**src/rtl/sfr_pkg.sv**
```systemverilog
package sfr_pkg;
  localparam int BYTE_W = 8;
  localparam int TYPE_W = 4;
  localparam int CRC_W  = 32;

  typedef logic [CRC_W-1:0]  crc_t;
  typedef logic [TYPE_W-1:0] ftype_t;

  localparam crc_t   CRC_POLY   = 32'h04C1_1DB7;
  localparam crc_t   CRC_INIT   = 32'hFFFF_FFFF;
  localparam ftype_t FT_SYNC    = 4'b0000;
  localparam ftype_t FT_NEG     = 4'b1000;
  localparam ftype_t FT_NEGSYNC = 4'b1001;

  // Advance the CRC by one byte, MSB of the byte first.
  function automatic crc_t crc_byte(crc_t c_in, logic [BYTE_W-1:0] d);
    crc_t c;
    logic fb;
    c = c_in;
    for (int i = BYTE_W - 1; i >= 0; i--) begin
      fb = c[CRC_W-1] ^ d[i];
      c  = {c[CRC_W-2:0], 1'b0};
      if (fb) c = c ^ CRC_POLY;
    end
    return c;
  endfunction

  function automatic logic type_known(ftype_t t);
    return (t == FT_SYNC) || (t == FT_NEG) || (t == FT_NEGSYNC);
  endfunction
endpackage

```
**src/rtl/sfr_sync_hunter.sv**
```systemverilog
module sfr_sync_hunter #(
  parameter int HIST_W = 56,
  parameter int SYNC_W = 32,
  parameter logic [SYNC_W-1:0] SYNC_WORD = 32'h50EF_2993
) (
  input  logic              clk,
  input  logic              rst,
  input  logic              bit_stb,
  input  logic              bit_in,
  input  logic              hunt_en,
  input  logic              hist_clr,
  output logic [HIST_W-1:0] hist,
  output logic              match
);
  logic [HIST_W-1:0] hist_nxt;

  assign hist_nxt = {hist[HIST_W-2:0], bit_in};
  assign match    = bit_stb && hunt_en && (hist_nxt[SYNC_W-1:0] == SYNC_WORD);

  // History only moves while hunting; it is frozen during capture so the
  // controller can drain it into the buffer.
  always_ff @(posedge clk) begin
    if (rst || hist_clr)
      hist <= '0;
    else if (bit_stb && hunt_en)
      hist <= hist_nxt;
  end
endmodule

```
**src/rtl/sfr_frame_ctrl.sv**
```systemverilog
module sfr_frame_ctrl
  import sfr_pkg::*;
#(
  parameter int FRAME_BITS = 640,
  parameter int HIST_W     = 56,
  parameter int ADDR_W     = 7,
  parameter int CNT_W      = 10
) (
  input  logic              clk,
  input  logic              rst,
  input  logic              bit_stb,
  input  logic              bit_in,
  input  logic              match,
  input  logic [HIST_W-1:0] hist,
  output logic              capturing,
  output logic              hist_clr,
  output logic              wr_en,
  output logic              wr_buf,
  output logic [ADDR_W-1:0] wr_idx,
  output logic [BYTE_W-1:0] wr_data,
  output ftype_t            cap_type,
  output logic              flush_act,
  output logic              pend_vld
);
  localparam int FRAME_BYTES = FRAME_BITS / BYTE_W;
  localparam int HIST_BYTES  = HIST_W / BYTE_W;
  localparam int FIDX_W      = $clog2(HIST_BYTES);
  localparam int FSLOTS      = 2 ** FIDX_W;
  localparam logic [CNT_W-1:0]  CNT_LAST  = CNT_W'(FRAME_BITS - 1);
  localparam logic [CNT_W-1:0]  CNT_START = CNT_W'(HIST_W);
  localparam logic [ADDR_W-1:0] IDX_LAST  = ADDR_W'(FRAME_BYTES - 1);
  localparam logic [FIDX_W-1:0] FIDX_LAST = FIDX_W'(HIST_BYTES - 1);

  logic [CNT_W-1:0]  cnt;
  logic [BYTE_W-2:0] acc;
  logic [BYTE_W-1:0] pend_data;
  logic [ADDR_W-1:0] pend_idx;
  logic [FIDX_W-1:0] fidx;
  logic              last_bit;
  logic [BYTE_W-1:0] hbyte [FSLOTS];

  // Slice the frozen history into bytes, frame byte 0 at the top.
  for (genvar g = 0; g < FSLOTS; g++) begin : g_hslice
    if (g < HIST_BYTES) begin : g_used
      assign hbyte[g] = hist[HIST_W-1-BYTE_W*g -: BYTE_W];
    end else begin : g_pad
      assign hbyte[g] = '0;
    end
  end

  assign last_bit = capturing && bit_stb && (cnt == CNT_LAST);
  assign hist_clr = last_bit;

  always_ff @(posedge clk) begin
    if (rst) begin
      capturing <= 1'b0;
      cnt       <= '0;
      acc       <= '0;
      pend_vld  <= 1'b0;
      pend_data <= '0;
      pend_idx  <= '0;
      flush_act <= 1'b0;
      fidx      <= '0;
      wr_buf    <= 1'b0;
      cap_type  <= '0;
    end else begin
      // write stage: history bytes first, then assembled payload bytes
      if (flush_act) begin
        if (fidx == '0) cap_type <= hist[HIST_W-1 -: TYPE_W];
        if (fidx == FIDX_LAST) flush_act <= 1'b0;
        fidx <= fidx + 1'b1;
      end else if (pend_vld) begin
        pend_vld <= 1'b0;
        if (pend_idx == IDX_LAST) wr_buf <= ~wr_buf;
      end
      // bit stage
      if (match) begin
        capturing <= 1'b1;
        cnt       <= CNT_START;
        flush_act <= 1'b1;
        fidx      <= '0;
      end else if (capturing && bit_stb) begin
        acc <= {acc[BYTE_W-3:0], bit_in};
        cnt <= cnt + 1'b1;
        if (cnt[2:0] == 3'b111) begin
          pend_vld  <= 1'b1;
          pend_data <= {acc, bit_in};
          pend_idx  <= cnt[CNT_W-1:3];
        end
        if (last_bit) capturing <= 1'b0;
      end
    end
  end

  always_comb begin
    wr_en   = flush_act || pend_vld;
    wr_idx  = flush_act ? ADDR_W'(fidx) : pend_idx;
    wr_data = flush_act ? hbyte[fidx] : pend_data;
  end
endmodule

```
**src/rtl/sfr_crc_status.sv**
```systemverilog
module sfr_crc_status
  import sfr_pkg::*;
#(
  parameter int ADDR_W      = 7,
  parameter int FRAME_BYTES = 80,
  parameter int DATA_BYTES  = 76
) (
  input  logic                clk,
  input  logic                rst,
  input  logic                start,
  input  logic                wr_en,
  input  logic                wr_buf,
  input  logic [ADDR_W-1:0]   wr_idx,
  input  logic [BYTE_W-1:0]   wr_data,
  input  ftype_t              cap_type,
  output logic [1:0]          stat_crc_ok,
  output logic [2*TYPE_W-1:0] stat_type,
  output logic [1:0]          stat_unk,
  output logic                irq
);
  localparam logic [ADDR_W-1:0] DATA_END = ADDR_W'(DATA_BYTES);
  localparam logic [ADDR_W-1:0] IDX_LAST = ADDR_W'(FRAME_BYTES - 1);

  crc_t crc;
  crc_t fcs;
  crc_t fcs_nxt;

  assign fcs_nxt = {fcs[CRC_W-BYTE_W-1:0], wr_data};

  always_ff @(posedge clk) begin
    if (rst) begin
      crc         <= CRC_INIT;
      fcs         <= '0;
      stat_crc_ok <= '0;
      stat_type   <= '0;
      stat_unk    <= '0;
      irq         <= 1'b0;
    end else begin
      irq <= 1'b0;
      if (start) begin
        crc <= CRC_INIT;
      end else if (wr_en) begin
        if (wr_idx < DATA_END) crc <= crc_byte(crc, wr_data);
        else                   fcs <= fcs_nxt;
        if (wr_idx == IDX_LAST) begin
          stat_crc_ok[wr_buf]                  <= (crc == fcs_nxt);
          stat_type[wr_buf*TYPE_W +: TYPE_W]   <= cap_type;
          stat_unk[wr_buf]                     <= !type_known(cap_type);
          irq                                  <= 1'b1;
        end
      end
    end
  end
endmodule

```
**src/rtl/sfr_pp_ram.sv**
```systemverilog
module sfr_pp_ram #(
  parameter int ADDR_W = 7,
  parameter int DATA_W = 8
) (
  input  logic              clk,
  input  logic              wr_en,
  input  logic              wr_buf,
  input  logic [ADDR_W-1:0] wr_idx,
  input  logic [DATA_W-1:0] wr_data,
  input  logic              rd_buf,
  input  logic [ADDR_W-1:0] rd_idx,
  output logic [DATA_W-1:0] rd_data
);
  localparam int DEPTH = 2 ** (ADDR_W + 1);

  logic [DATA_W-1:0] mem [DEPTH];

  always_ff @(posedge clk) begin
    if (wr_en) mem[{wr_buf, wr_idx}] <= wr_data;
  end

  always_ff @(posedge clk) begin
    rd_data <= mem[{rd_buf, rd_idx}];
  end
endmodule

```
**src/rtl/sync_frame_rx.sv**
```systemverilog
module sync_frame_rx
  import sfr_pkg::*;
#(
  parameter int FRAME_BITS = 640,
  parameter int SYNC_POS   = 24,
  parameter int SYNC_W     = 32,
  parameter logic [SYNC_W-1:0] SYNC_WORD = 32'h50EF_2993,
  parameter int ADDR_W     = $clog2(FRAME_BITS / BYTE_W)
) (
  input  logic                clk,
  input  logic                rst,
  input  logic                bit_stb,
  input  logic                bit_in,
  input  logic                dsr_in,
  input  logic                ri_in,
  input  logic                rd_buf,
  input  logic [ADDR_W-1:0]   rd_addr,
  output logic [BYTE_W-1:0]   rd_data,
  output logic [1:0]          stat_crc_ok,
  output logic [2*TYPE_W-1:0] stat_type,
  output logic [1:0]          stat_unk,
  output logic                rx_irq,
  output logic [1:0]          line_lvl
);
  localparam int HIST_W      = SYNC_POS + SYNC_W;
  localparam int FRAME_BYTES = FRAME_BITS / BYTE_W;
  localparam int DATA_BYTES  = FRAME_BYTES - CRC_W / BYTE_W;
  localparam int CNT_W       = $clog2(FRAME_BITS);

  logic [HIST_W-1:0] hist;
  logic              match;
  logic              capturing;
  logic              hist_clr;
  logic              wr_en;
  logic              wr_buf;
  logic [ADDR_W-1:0] wr_idx;
  logic [BYTE_W-1:0] wr_data;
  ftype_t            cap_type;
  logic              flush_act;
  logic              pend_vld;

  sfr_sync_hunter #(
    .HIST_W(HIST_W), .SYNC_W(SYNC_W), .SYNC_WORD(SYNC_WORD)
  ) u_hunt (
    .clk(clk), .rst(rst), .bit_stb(bit_stb), .bit_in(bit_in),
    .hunt_en(!capturing), .hist_clr(hist_clr), .hist(hist), .match(match)
  );

  sfr_frame_ctrl #(
    .FRAME_BITS(FRAME_BITS), .HIST_W(HIST_W), .ADDR_W(ADDR_W), .CNT_W(CNT_W)
  ) u_ctrl (
    .clk(clk), .rst(rst), .bit_stb(bit_stb), .bit_in(bit_in),
    .match(match), .hist(hist), .capturing(capturing), .hist_clr(hist_clr),
    .wr_en(wr_en), .wr_buf(wr_buf), .wr_idx(wr_idx), .wr_data(wr_data),
    .cap_type(cap_type), .flush_act(flush_act), .pend_vld(pend_vld)
  );

  sfr_crc_status #(
    .ADDR_W(ADDR_W), .FRAME_BYTES(FRAME_BYTES), .DATA_BYTES(DATA_BYTES)
  ) u_stat (
    .clk(clk), .rst(rst), .start(match), .wr_en(wr_en), .wr_buf(wr_buf),
    .wr_idx(wr_idx), .wr_data(wr_data), .cap_type(cap_type),
    .stat_crc_ok(stat_crc_ok), .stat_type(stat_type), .stat_unk(stat_unk),
    .irq(rx_irq)
  );

  sfr_pp_ram #(
    .ADDR_W(ADDR_W), .DATA_W(BYTE_W)
  ) u_ram (
    .clk(clk), .wr_en(wr_en), .wr_buf(wr_buf), .wr_idx(wr_idx),
    .wr_data(wr_data), .rd_buf(rd_buf), .rd_idx(rd_addr), .rd_data(rd_data)
  );

  always_ff @(posedge clk) begin
    if (rst) line_lvl <= '0;
    else     line_lvl <= {ri_in, dsr_in};
  end
endmodule

```
**config.mk**
```make
export PLATFORM = sky130hd
export DESIGN_NAME = sync_frame_rx
export DESIGN_NICKNAME = d
export VERILOG_FILES = /design/src/rtl/sfr_pkg.sv /design/src/rtl/sfr_sync_hunter.sv /design/src/rtl/sfr_frame_ctrl.sv /design/src/rtl/sfr_crc_status.sv /design/src/rtl/sfr_pp_ram.sv /design/src/rtl/sync_frame_rx.sv
export SDC_FILE = /design/constraint.sdc
export NUM_CORES = 2
export LEC_CHECK = 0
export BUFFER_PORTS_ARGS = -buffer_cell sky130_fd_sc_hd__buf_2
export CAP_MARGIN = 20
export CORE_ASPECT_RATIO = 1.5
export CORE_UTILIZATION = 40
export DETAILED_ROUTE_END_ITERATION = 6
export HOLD_SLACK_MARGIN = 0.06
export PLACE_DENSITY_LB_ADDON = 0.12
export SLEW_MARGIN = 20
export SYNTH_ARGS = -nofsm -noshare
export SYNTH_HDL_FRONTEND = slang
export SYNTH_HIERARCHICAL = 1
export SYNTH_SLANG_ARGS = --single-unit
export TNS_END_PERCENT = 100
```
**constraint.sdc**
```tcl
create_clock -name clk -period 35.9 [get_ports clk]
set_clock_uncertainty 0.15 [all_clocks]
set_input_delay 5.385 -clock clk [delete_from_list [all_inputs] [get_ports clk]]
set_output_delay 5.385 -clock clk [all_outputs]
set_load 0.05 [all_outputs]
```
==> summary.txt <==
Clock network
  – Cts hold-fix bufs: 0
  – Num CTS Buffers: 216
  – Clock tree from TritonCTS: yes
  – H-tree levels: 4
  – Post-cts resize count: 0
  – Postcts setup bufs: 0
  – Latest clock arrival within the worst-skew pair: 860 ps
  – Clock Sinks: 2226
  – Clock buffer depth: 4
  – Root buf cell: clkbuf_16
  – Clock slew at reported path FFs: about 60 ps

Yosys
  – Primary FF master, synth: edfxtp_1
  – Synth Instances: 4631
  – Synthesis-stage register bit count: 2226
  – Post-synthesis sequential area ratio: 0.7428
  – Synthesized area: 0.08759 sq mm
  – Synth Net Count: 4650
  – Yosys warnings: 6
  – Syn_area_per_cell: 18.91 sq um
  – Synth cell types: 81
  – Post-synth EDFFs: 2048
  – Post-synthesis async set-or-reset flop share: 0

Pwr
  – P_leak: 25.28 nW
  – Power Dens Cells: 53.10 mW/mm^2
  – Peak supply drop: between 0.03 and 0.04 mV
  – Power Total: slightly above 5 mW

Worst setup path
  – Critical-path top delay cell: buf_4
  – Delay-heaviest family, CP: buffers and inverters
  – Buf/Inv on CP: 5
  – WP data arrival: 10790 ps
  – Setup Crit Path Kind: primary input to register
  – Crit-path max cell delay: 830 ps
  – Reg-to-reg endpoint: u_ram/mem[125][4]
  – Reg2Reg Setup Slack: 30740 ps
  – Critical Path Sink Type: register
  – Critical path peak fanout: 87
  – Worst r2r path cells: 8
  – Crit path launch: rd_addr[0]
  – Crit-path cells: buf_8, buf_12, buf_4, buf_4, buf_4, mux4_2, nand2b_1, a311oi_1, o221ai_1, a211oi_1, nor4_1
  – CP most frequent cell: buf_4
  – Critical Path Source Type: primary input
  – Launch point of the worst reg-to-reg path: u_ctrl/fidx[1]
  – WP data required: 36450 ps

Global route
  – Pin count of the biggest net entering global routing: 189
  – Number of global-route vias before repair: between 40000 and 50000
  – Initial antenna violation count: 6
  – GRT Util Overall: 0.2126
  – Grt ovf: 0
  – Global-route wire length before repair: 337400 um

Worst hold path
  – Worst Hold Depth: 2
  – Hold crit path type: register to register
  – Min-delay src: u_stat/stat_type[4]
  – Worst Hold Path EP: u_stat/stat_type[4]

Cells and area
  – Nets: 4717
  – Fin area: 0.09760 sq mm
  – Most frequent cells in the layout: edfxtp_1 (2048), mux4_2 (454), nor2_1 (335)
  – Final core area utilization: 0.4481
  – Most common cell after layout, fill and taps aside: edfxtp_1
  – Layout cells sized above 1: 0.1991
  – Area delta synth->final: 11.42%
  – Fill cells: 18644

Floorplan
  – Std cell rows: 210
  – Die footprint: approximately 0.22 sq mm
  – Die Width: 384.1 um
  – Die Height: about 580 um
  – Starting Density: 0.4021
  – I/O pins: 37
  – Core Region: 0.2178 sq mm

STA
  – Slew @ Worst Pin: around 1300 ps
  – Period minus WS final: 10240 ps
  – Setup TNS: 0 ps
  – Slew HR: 0.1518
  – Final hold vios: 0
  – Post-route clock period utilization: 0.2853
  – RSZ-0062 raised after global routing: no
  – Endpoints failing setup: 0
  – Fmax: 97.64 MHz
  – Max-slew violations: 0

Detailed routing
  – DRC: 0
  – Post-Route WL: around 230000 um
  – Vias per cell: approximately 5.7
  – Antenna-violating nets left: 0
  – DR WL/cell: 30.40 um
  – Vias: 43710
  – Detailed Routing Iterations Pass 1: 5
  – 1st-iter DRT viols: roughly 3400

Placement
  – Routability cong.: roughly 0.81
  – Dpl hpwl: 147000 um
  – Placed Area: between 0.09 and 0.1 sq mm
  – Port Buf Inserts: 36

Job
  – Max Cap Viol: 0

Status
  – Status: completed
-- worst min-delay path: stages (launching register included) --
cell     delay, ps
dfxtp_1        310
nand2_1         50
a21oi_1         50
-- worst max-delay path by stage --
stage,end,slack [ps],cells past startpoint
after floorplan,u_stat/crc[12],20550,10
after global placement,u_ram/rd_data[3],24560,11
after detailed placement,u_ram/rd_data[3],24510,11
after CTS,u_ram/rd_data[3],25450,11
after global routing,u_ram/rd_data[5],25130,11
final,u_ram/rd_data[3],25660,11
-- Yosys cell counts, types with 28 or more instances --
master	count	area (sq um)
nor2_1	342	1284
dfxtp_1	178	3563
clkbuf_1	136	510.5
edfxtp_1	2048	61500
nand3_1	40	200.2
mux2i_1	194	1942
a21oi_1	182	910.9
o22ai_1	28	175.2
mux4_2	454	10220
xnor2_1	74	648.1
nand2_1	224	840.8
buf_4	36	270.3
nor2b_1	42	262.8
nor4_1	28	175.2
buf_2	49	245.2
o211ai_1	40	300.3
o221ai_1	46	402.9
a22oi_1	138	1036
-- per-layer routing --
metal	wire length [um]	GRT usage	vias to the layer above
met1	92300	0.2650	23488
li1	-	-	18886
met2	126900	0.3868	1024
met4	6107	0.05719	2
met5	13	0	-
met3	9645	0.02513	310
-- registers in the layout, summed over array words and instances (netlist names), 8 cells and up --
name              cells
u_ctrl/cnt           10
u_stat/stat_type      8
u_ram/mem          2048
u_ram/rd_data         8
u_ctrl/pend_data      8
u_hunt/hist          56
u_stat/fcs           24
u_stat/crc           32
-- where the power goes --
part | leakage (nW) | internal [mW] | switching, mW
Sequential | 15.6 | 2.79 | 0.00311
Combinational | 6.36 | 0.0436 | 0.101
Clock | 3.36 | 1.28 | 0.965
Total | 25.3 | 4.11 | 1.07
-- kinds of logic (layout without fill, tap and decap cells) --
| family | count (synthesis) | after routing | synth area share |
|---|---|---|---|
| flip-flops | 2226 | 2226 | 0.7428 |
| multiplexers | 659 | 659 | 0.1407 |
| adder cells (fa/ha/maj) | 5 | 5 | 0.0007142 |
| buffers and inverters | 300 | 532 | 0.02023 |
| XOR/XNOR | 106 | 106 | 0.01257 |
| other | 0 | 2 | 0 |
| AND/OR/NAND/NOR | 792 | 792 | 0.04074 |
| AO/OA/AOI/OAI | 543 | 543 | 0.04231 |
-- per-stage QoR --
step / hold WS [ps] / setup slack (ps) / cells
6_report: 304.7 / 25660 / 7727
5_1_grt: 326.4 / 25130 / 7726
4_1_cts: 303.4 / 25450 / 7724
3_5_place_dp: 294.7 / 24510 / 7341
3_3_place_gp: 289.0 / 24560 / 7335
2_1_floorplan: 281.5 / 20550 / 4631
-- area by class of cell --
| cell class | instances | area, sq um | share of cell area |
|---|---|---|---|
| Antenna cell | 2 | 5.005 | 0.00005128 |
| Clock buffer | 274 | 5738 | 0.05879 |
| Clock inverter | 109 | 1101 | 0.01128 |
| Inverter | 13 | 48.80 | 0.0005000 |
| Multi-Input combinational cell | 2105 | 21030 | 0.2155 |
| Sequential cell | 2226 | 65060 | 0.6666 |
| Tap cell | 2862 | 3581 | 0.03669 |
| Timing Repair Buffer | 136 | 1035 | 0.01060 |
No activity file was read; power rests on OpenSTA's default activity.
